===== config.mk =====
export PLATFORM = sky130hd
export DESIGN_NAME = fp_round_unit
export DESIGN_NICKNAME = d
export VERILOG_FILES = /design/src/rtl/fp_round_pkg.sv /design/src/rtl/fp_round_decide.sv /design/src/rtl/fp_round_incr.sv /design/src/rtl/fp_round_unit.sv
export SDC_FILE = /design/constraint.sdc
export NUM_CORES = 1
export LEC_CHECK = 0
export BUFFER_PORTS_ARGS = -buffer_cell sky130_fd_sc_hd__buf_2
export CAP_MARGIN = 20
export CORE_ASPECT_RATIO = 0.8
export CORE_MARGIN = 2
export CORE_UTILIZATION = 42
export DETAILED_ROUTE_END_ITERATION = 8
export GPL_TIMING_DRIVEN = 0
export PLACE_DENSITY_LB_ADDON = 0.15
export SLEW_MARGIN = 20
export SYNTH_ARGS = -nofsm -noshare
export SYNTH_HDL_FRONTEND = slang
export SYNTH_SLANG_ARGS = --single-unit

===== constraint.sdc =====
create_clock -name clk -period 0.8 [get_ports clk]
set_input_delay 0.16 -clock clk [delete_from_list [all_inputs] [get_ports clk]]
set_output_delay 0.16 -clock clk [all_outputs]
set_load 0.01 [all_outputs]

===== src/rtl/fp_round_pkg.sv =====
package fp_round_pkg;

    typedef enum logic [1:0] {
        RM_NEAR_EVEN = 2'b00,
        RM_TO_ZERO   = 2'b01,
        RM_TO_POS    = 2'b10,
        RM_TO_NEG    = 2'b11
    } round_mode_e;

endpackage


===== src/rtl/fp_round_decide.sv =====
module fp_round_decide
    import fp_round_pkg::*;
(
    input  logic       sign_i,
    input  logic       lsb_i,
    input  logic       rnd_i,
    input  logic       stk_i,
    input  logic [1:0] mode_i,
    output logic       inc_o,
    output logic       inexact_o
);

    round_mode_e mode;
    logic        lost;

    always_comb begin
        mode      = round_mode_e'(mode_i);
        lost      = rnd_i | stk_i;
        inexact_o = lost;
        unique case (mode)
            RM_NEAR_EVEN: inc_o = rnd_i & (stk_i | lsb_i);
            RM_TO_ZERO:   inc_o = 1'b0;
            RM_TO_POS:    inc_o = lost & ~sign_i;
            RM_TO_NEG:    inc_o = lost & sign_i;
            default:      inc_o = 1'b0;
        endcase
    end

    // no increment is ever made when nothing was discarded
    always_comb begin
        exact_no_inc_chk: assert (!(inc_o && !(rnd_i || stk_i)));
    end

endmodule


===== src/rtl/fp_round_incr.sv =====
module fp_round_incr #(
    parameter int EXP_W  = 8,
    parameter int FRAC_W = 23
) (
    input  logic [FRAC_W:0]   sig_i,
    input  logic [EXP_W-1:0]  exp_i,
    input  logic              inc_i,
    output logic [FRAC_W-1:0] frac_o,
    output logic [EXP_W-1:0]  exp_o,
    output logic              ovf_o
);

    localparam int SUM_W = FRAC_W + 2;
    localparam logic [EXP_W-1:0] EXP_TOP = {EXP_W{1'b1}};
    localparam logic [EXP_W-1:0] EXP_EDGE = EXP_TOP - 1'b1;

    logic [SUM_W-1:0] sum;
    logic             carry;

    always_comb begin
        sum   = {1'b0, sig_i} + {{(SUM_W-1){1'b0}}, inc_i};
        carry = sum[SUM_W-1];
        if (carry) begin
            frac_o = sum[FRAC_W:1];
        end else begin
            frac_o = sum[FRAC_W-1:0];
        end
        exp_o = exp_i + {{(EXP_W-1){1'b0}}, carry};
        ovf_o = carry && (exp_i >= EXP_EDGE);
    end

    // a carry out of the significand always leaves a zero fraction
    always_comb begin
        carry_zero_frac_chk: assert (!carry || frac_o == '0);
    end

endmodule


===== src/rtl/fp_round_unit.sv =====
module fp_round_unit
    import fp_round_pkg::*;
#(
    parameter int EXP_W  = 8,
    parameter int FRAC_W = 23
) (
    input  logic              clk,
    input  logic              rst_n,
    input  logic              sign_i,
    input  logic [EXP_W-1:0]  exp_i,
    input  logic [FRAC_W:0]   sig_i,
    input  logic              rnd_i,
    input  logic              stk_i,
    input  logic [1:0]        mode_i,
    output logic [FRAC_W-1:0] frac_o,
    output logic [EXP_W-1:0]  exp_o,
    output logic              inexact_o,
    output logic              ovf_o
);

    typedef struct packed {
        logic [FRAC_W-1:0] frac;
        logic [EXP_W-1:0]  expo;
        logic              inexact;
        logic              ovf;
    } round_state_t;

    round_state_t st_d, st_q;

    logic              inc_w;
    logic              inexact_w;
    logic [FRAC_W-1:0] frac_w;
    logic [EXP_W-1:0]  exp_w;
    logic              ovf_w;

    fp_round_decide u_decide (
        .sign_i    (sign_i),
        .lsb_i     (sig_i[0]),
        .rnd_i     (rnd_i),
        .stk_i     (stk_i),
        .mode_i    (mode_i),
        .inc_o     (inc_w),
        .inexact_o (inexact_w)
    );

    fp_round_incr #(
        .EXP_W  (EXP_W),
        .FRAC_W (FRAC_W)
    ) u_incr (
        .sig_i  (sig_i),
        .exp_i  (exp_i),
        .inc_i  (inc_w),
        .frac_o (frac_w),
        .exp_o  (exp_w),
        .ovf_o  (ovf_w)
    );

    always_comb begin
        st_d.frac    = frac_w;
        st_d.expo    = exp_w;
        st_d.inexact = inexact_w;
        st_d.ovf     = ovf_w;
    end

    always_ff @(posedge clk or negedge rst_n) begin
        if (!rst_n) begin
            st_q <= '0;
        end else begin
            st_q <= st_d;
        end
    end

    assign frac_o    = st_q.frac;
    assign exp_o     = st_q.expo;
    assign inexact_o = st_q.inexact;
    assign ovf_o     = st_q.ovf;


    to_zero_pass_chk: assert property (@(posedge clk) disable iff (!rst_n)
        (mode_i == RM_TO_ZERO) |=> (frac_o == $past(sig_i[FRAC_W-1:0]) && exp_o == $past(exp_i)));


    exact_pass_chk: assert property (@(posedge clk) disable iff (!rst_n)
        (!rnd_i && !stk_i) |=> (!inexact_o && frac_o == $past(sig_i[FRAC_W-1:0]) && !ovf_o));


    no_overflow_chk: assert property (@(posedge clk) disable iff (!rst_n)
        ovf_o |-> inexact_o);


    pos_dir_neg_sign_chk: assert property (@(posedge clk) disable iff (!rst_n)
        (mode_i == RM_TO_POS && sign_i) |=> (exp_o == $past(exp_i)));


    neg_dir_pos_sign_chk: assert property (@(posedge clk) disable iff (!rst_n)
        (mode_i == RM_TO_NEG && !sign_i) |=> (exp_o == $past(exp_i)));

endmodule


==> results of run 1 <==
-- metrics by stage --
| step | setup slack, ps | area, um^2 | power [W] |
|---|---|---|---|
| floorplan | -1380 | 1740 | 0.00206 |
| global placement | -1800 | 2160 | 0.00237 |
| detailed placement | -1810 | 2160 | 0.00238 |
| CTS | -1170 | 2440 | 0.00426 |
| global route | -1240 | 2550 | 0.00443 |
| finish | -1150 | 2550 | 0.00425 |
-- registers in the layout (all words and copies together), names as in the netlist --
| register | cells |
|---|---|
| ovf_o | 1 |
| exp_o | 8 |
| inexact_o | 1 |
| frac_o | 23 |
-- worst max-delay path: stages --
cell and delay [ps]:
buf_8 110, inv_12 40, a21oi_2 30, a31oi_1 140, o221a_2 230, ha_4 150, buf_6 90, nand4_1 80
or4_1 500, buf_6 160, a2111oi_4 350, nor2_1 70
-- routing by layer --
metal  share of wire [%]  track usage (%)  vias to the layer above
met5                   0                0                        -
met4                 1.8             8.57                        0
met3                 6.8             5.40                        8
met2                  43             25.9                       54
met1                  48             26.7                      700
li1                    -                -                      756
-- cells in the mapped netlist (2+ instances only) --
| master | count |
|---|---|
| nand4_2 | 2 |
| xor2_1 | 7 |
| nor4_1 | 5 |
| inv_1 | 6 |
| buf_2 | 3 |
| and3_1 | 5 |
| nand2_1 | 11 |
| nor2_1 | 11 |
| a31oi_1 | 4 |
| nand3_1 | 12 |
| dfrtp_1 | 33 |
| a21oi_1 | 7 |
| xnor2_1 | 13 |
| ha_1 | 3 |
| o21ai_0 | 4 |
| or4_1 | 2 |
| nor3_1 | 5 |
| and4_1 | 5 |
| nand4_1 | 5 |
-- cells in the final DEF (no fill, tap or decap), drive strengths merged, types with 7 or more instances in the layout --
cell   Yosys  layout
nand3     12      12
nand4      7       7
buf        4      87
a21oi      7       7
dfrtp     33      33
xor2       7       7
nor2      12      12
xnor2     13      13
nand2     11      11
-- where the power goes --
group | switching, W | total (W) | internal [W]
Sequential | 0.0000216 | 0.00178 | 0.00176
Combinational | 0.000336 | 0.000612 | 0.000276
Clock | 0.000620 | 0.00186 | 0.00124
-- final cells by class --
cell class              count  area (um^2)
plain buffers               3         31.3
repair buffers             84          531
clock buffers               5         68.8
fillers                   306         1220
flip-flops and latches     33          826
well taps                  55         68.8
clock inverters             3         65.1
inverters                   6         35.0
multi-input cells         115          930
-- logic make-up (layout without fill, tap and decap cells) --
family | after synthesis | in the layout | synth area share (%)
simple gates | 69 | 69 | 24.2
mux | 2 | 2 | 1.29
buf+inv | 10 | 101 | 2.97
flops | 33 | 33 | 50.2
xor+xnor | 20 | 20 | 10.7
fa+ha+maj | 3 | 3 | 2.28
compound gates | 21 | 21 | 8.37
-- timing repair --
action / 4_1_cts / 5_1_grt
hold endpoints to repair: 33 / 33
setup endpoints to repair: 65 / 65
resized for setup: 14 / 18
setup buffers: 11 / 5
pin swaps: 12 / 8
-- path summary, 6_finish.rpt --
| path | end | slack [ps] | cells after the start |
|---|---|---|---|
| worst max-delay path | frac_o[20]$_DFF_PN0_ | -1150 | 12 |
| worst min-delay path | frac_o[14]$_DFF_PN0_ | -70 | 1 |
| max in group asynchronous | frac_o[22]$_DFF_PN0_ | 400 | 1 |
| min in group clk | exp_o[6]$_DFF_PN0_ | 60 | 2 |
==> flow_summary_export.csv, run 1 <==
group,metric,value,unit
yosys,postSynthRegisterBits,33,
pwr,ir_worst_vdd,1.17,mV
global_route,grt_util_all_layers,18.6,%
routing,drt-vias-per-instance,4.99,
final_layout,final-instance-count-excl-fill,304,
yosys,share_of_flip_flops_with_an_asynchronous_set_or_reset,100,%
sta,final_critical_path_setup_slack,-1150,ps
pwr,power.density,1660,nW/um^2
clock_network,cts-buffers-inserted,5,
global_route,grt_overflow,0,
yosys,postSynthAreaPerCell,10.4,um^2
sta,timing.slew.headroom,50.9,%
critical_path,critical_path.max_fanout,6,
global_route,initial_antenna_violation_count,0,
critical_path,startpoint,"mode_i[0]",
sta,post-route-min-period,1950,ps
clock_network,worst_setup_hold_path_clk_slew,70,ps
floorplanning,floorplan.rows,20,
routing,antenna_violating_nets_post_route,0,
routing,wl_per_cell,13.1,um
yosys,syn-cell-area,1640,um^2
final_layout,area.growth.synth_to_final,55.4,%
clock_network,ctsRootBufferMaster,"clkbuf_8",
routing,drcViolationCount,0,
yosys,synth_nets,200,
placement,place.port_buffers,70,
placement,placed_cells,283,
sta,finalSetupViolations,65,
floorplanning,initial_utilization,43.5,%
yosys,synth.yosys.warnings,0,
critical_path,worstPathArrival,2120,ps
job,max-cap-violations,0,
placement,place_congestion,0.758,
final_layout,nets,290,
yosys,yosys_most_used_dff,"dfrtp_1",
yosys,postSynthCellCount,158,
critical_path,timing.critical_path.required,970,ps
clock_network,tritoncts_num_sinks,33,
yosys,yosys.area.top_type_share,50.2,%
sta,hold_ws,-69.3,ps
floorplanning,design.portCount,72,
global_route,grt_pass1_wl,6050,um
yosys,share_of_synthesized_area_occupied_by_flip_flops_and_latches,50.2,%
placement,place.detailed.hpwl,2670,um
routing,postRouteWirelength,3980,um
sta,rsz_0062_raised_after_global_routing,"true",
worst_hold_path,hold_class,"in2async",
floorplanning,die-height,60.0,um
critical_path,worstSetupStartpointType,"input pin",
sta,worst-slew-pin-transition,736,ps
sta,final_min_period_over_clock_period,244,%
pwr,power_leakage,1.16,nW
routing,via_count,1518,
sta,max_freq,512,MHz
clock_network,clockBufferDepth,2,
outcome,run_status,"finished with violations",
yosys,netlist.top_cell.by_area,"dfrtp_1",
final_layout,n_antenna_cell,0,
global_route,maximum_number_of_pins_on_one_net_before_global_route_repair,34,
outcome,violated_checks,"negative hold slack, negative setup slack",
final_layout,drive_gt1_share,50.2,%
sta,count_of_pins_over_their_slew_limit,0,
critical_path,setup.worst_path.class,"in2reg",
clock_network,cts.htree.levels,2,
floorplanning,coreArea,3780,um^2
critical_path,worst_setup_path_end_kind,"flop",
final_layout,finalCoreUtilization,67.6,%
yosys,netlist-cell-type-count,34,
yosys,synth.area.top_cells,"dfrtp_1 50%, xnor2_1 6.9%, xor2_1 3.7%",
sta,finalSetupTns,-37220,ps
floorplanning,die_area,4430,um^2
global_route,number_of_global_route_vias_before_repair,1327,
sta,timing.final.hold_violations,33,
yosys,post_synth_edffs,0,
routing,1st_pass_router_iterations,4,
routing,drtIter0Drc,56,
clock_network,cts_tree,"yes",
floorplanning,die-width,74.0,um
Power figures use the tool's default switching activity.
==> run 2: changes to the inputs <==
Settings changed: SETUP_SLACK_MARGIN set to 0.2.
==> flow_summary_export.csv, run 2 (synthesized netlist as in run 1, its figures left out) <==
group,metric,value,unit
outcome,run_status,"finished with violations",
outcome,violated_checks,"negative hold slack, negative setup slack",
routing,wl_per_cell,13.4,um
sta,timing.slew.headroom,47.8,%
sta,hold_ws,-68.5,ps
sta,post-route-min-period,1990,ps
final_layout,mostFrequentLayoutCell,"buf_2",
clock_network,cts.htree.levels,2,
global_route,grt_pass1_wl,6060,um
clock_network,tritoncts_num_sinks,33,
routing,drcViolationCount,0,
sta,final_min_period_over_clock_period,248,%
critical_path,critical_path.cell_chain,"buf_8, inv_12, a21oi_2, a31oi_1, o221a_2, ha_4, ha_4, nand4_4, or4_4, buf_6, nor2_4, mux2_4",
floorplanning,design.portCount,72,
critical_path,critical_path.max_fanout,3,
critical_path,worst_setup_path_end_kind,"flop",
final_layout,mostFrequentLayoutCells,"66 x buf_2, 33 x dfrtp_1, 13 x xnor2_1",
sta,finalSetupViolations,65,
clock_network,ctsRootBufferMaster,"clkbuf_8",
sta,timing.final.hold_violations,33,
pwr,power.density,1660,nW/um^2
pwr,ir_worst_vdd,1.17,mV
placement,place.detailed.hpwl,2670,um
global_route,number_of_global_route_vias_before_repair,1331,
floorplanning,coreArea,3780,um^2
routing,postRouteWirelength,4080,um
final_layout,area.growth.synth_to_final,56.4,%
sta,count_of_pins_over_their_slew_limit,0,
sta,max_freq,503,MHz
sta,worst-slew-pin-transition,779,ps
clock_network,cts-buffers-inserted,5,
critical_path,crit_slowest_cell,"or4_4",
global_route,grt_overflow,0,
critical_path,setup.worst_path.class,"in2reg",
floorplanning,die-width,74.0,um
critical_path,crit_path_buf_inv_count,3,
routing,via_count,1540,
placement,dpl_cell_area,2160,um^2
pwr,power_leakage,1.15,nW
floorplanning,die-height,60.0,um
global_route,maximum_number_of_pins_on_one_net_before_global_route_repair,34,
floorplanning,initial_utilization,43.5,%
clock_network,clockBufferDepth,2,
floorplanning,floorplan.rows,20,
floorplanning,die_area,4430,um^2
sta,rsz_0062_raised_after_global_routing,"true",
final_layout,nets,291,
routing,antenna_violating_nets_post_route,0,
critical_path,critical_path.top_delay_family,"simple AND/OR/NAND/NOR gates",
routing,drtIter0Drc,56,
job,max-cap-violations,0,
placement,place.port_buffers,70,
final_layout,max_ffs_per_register,23,
clock_network,cts_tree,"yes",
global_route,initial_antenna_violation_count,0,
routing,drt-vias-per-instance,5.05,
placement,place_congestion,0.758,
global_route,grt_util_all_layers,18.7,%
critical_path,worstSetupStartpointType,"input pin",
clock_network,worst_setup_hold_path_clk_slew,70,ps
pwr,finalPower,0.00426,W
final_layout,n_antenna_cell,0,
final_layout,multi_input_area,938,um^2
sta,finalSetupTns,-38170,ps
final_layout,drive_gt1_share,50.8,%
sta,final_critical_path_setup_slack,-1190,ps
routing,1st_pass_router_iterations,4,
final_layout,final-seq-area,826,um^2
critical_path,worstPathArrival,2160,ps
critical_path,timing.critical_path.required,970,ps
critical_path,worst_path_most_repeated_cell,"ha_4",
final_layout,design_area,2570,um^2
worst_hold_path,hold_class,"in2async",
critical_path,cpPeakStageDelay,500,ps
final_layout,num-fill-cells,307,
[run 2: cell types whose count changed in the layout (fill, tap and decap cells not counted)]
| cell | delta |
|---|---|
| buf_6 | +2 |
| nor4_1 | -1 |
| buf_8 | -1 |
| nor3_2 | +1 |
| nor3_4 | -1 |
| nand2_8 | +1 |
| nor4_2 | +1 |
| nand2_4 | -1 |
[run 2: stage by stage]
stage | utilization (%) | setup WS, ps | hold slack, ps | instances
2_1_floorplan | - | -1380 | -136 | 158
3_3_place_gp | 57.2 | -1800 | 261 | 283
3_5_place_dp | 57.2 | -1810 | 259 | 283
4_1_cts | 65.2 | -1190 | -53.7 | 302
5_1_grt | 68.0 | -1250 | -14.1 | 305
6_report | 68.0 | -1190 | -68.5 | 305
[run 2: power by group]
| group | switching, W | internal (W) | total (W) | leakage [nW] |
|---|---|---|---|---|
| sequential | 0.0000222 | 0.00176 | 0.00178 | 0.385 |
| combinational | 0.000339 | 0.000270 | 0.000609 | 0.698 |
| clock | 0.000628 | 0.00124 | 0.00186 | 0.0681 |
[run 2: timing repair]
item / 4_1_cts / 5_1_grt
gates resized for setup: 17 / 14
buffers inserted: 11 / 3
pin swaps: 11 / 3
hold endpoints to repair: 33 / 33
setup endpoints to repair: 65 / 65
[run 2: routing by layer]
metal,up-vias,GRT usage (%),wire (um)
met2,61,26.3,1770
met4,0,9.09,101
met3,10,5.40,285
met1,713,26.5,1920
li1,756,-,-
met5,-,0,0
[run 2: worst paths after layout]
path                       startpoint  cells after the start  slack, ps                   end
worst max-delay path        mode_i[0]                     12      -1190   frac_o[0]$_DFF_PN0_
worst min-delay path            rst_n                      1        -70  frac_o[14]$_DFF_PN0_
max in group asynchronous       rst_n                      1        390  frac_o[21]$_DFF_PN0_
min in group clk             exp_i[6]                      2         60    exp_o[6]$_DFF_PN0_
[run 2: area by class of cell]
| class | count | area share [%] |
|---|---|---|
| clock buffers | 5 | 2.68 |
| flip-flops and latches | 33 | 32.1 |
| plain buffers | 4 | 1.51 |
| inverters | 6 | 1.36 |
| repair buffers | 84 | 20.6 |
| well taps | 55 | 2.68 |
| clock inverters | 3 | 2.53 |
| multi-input cells | 115 | 36.5 |
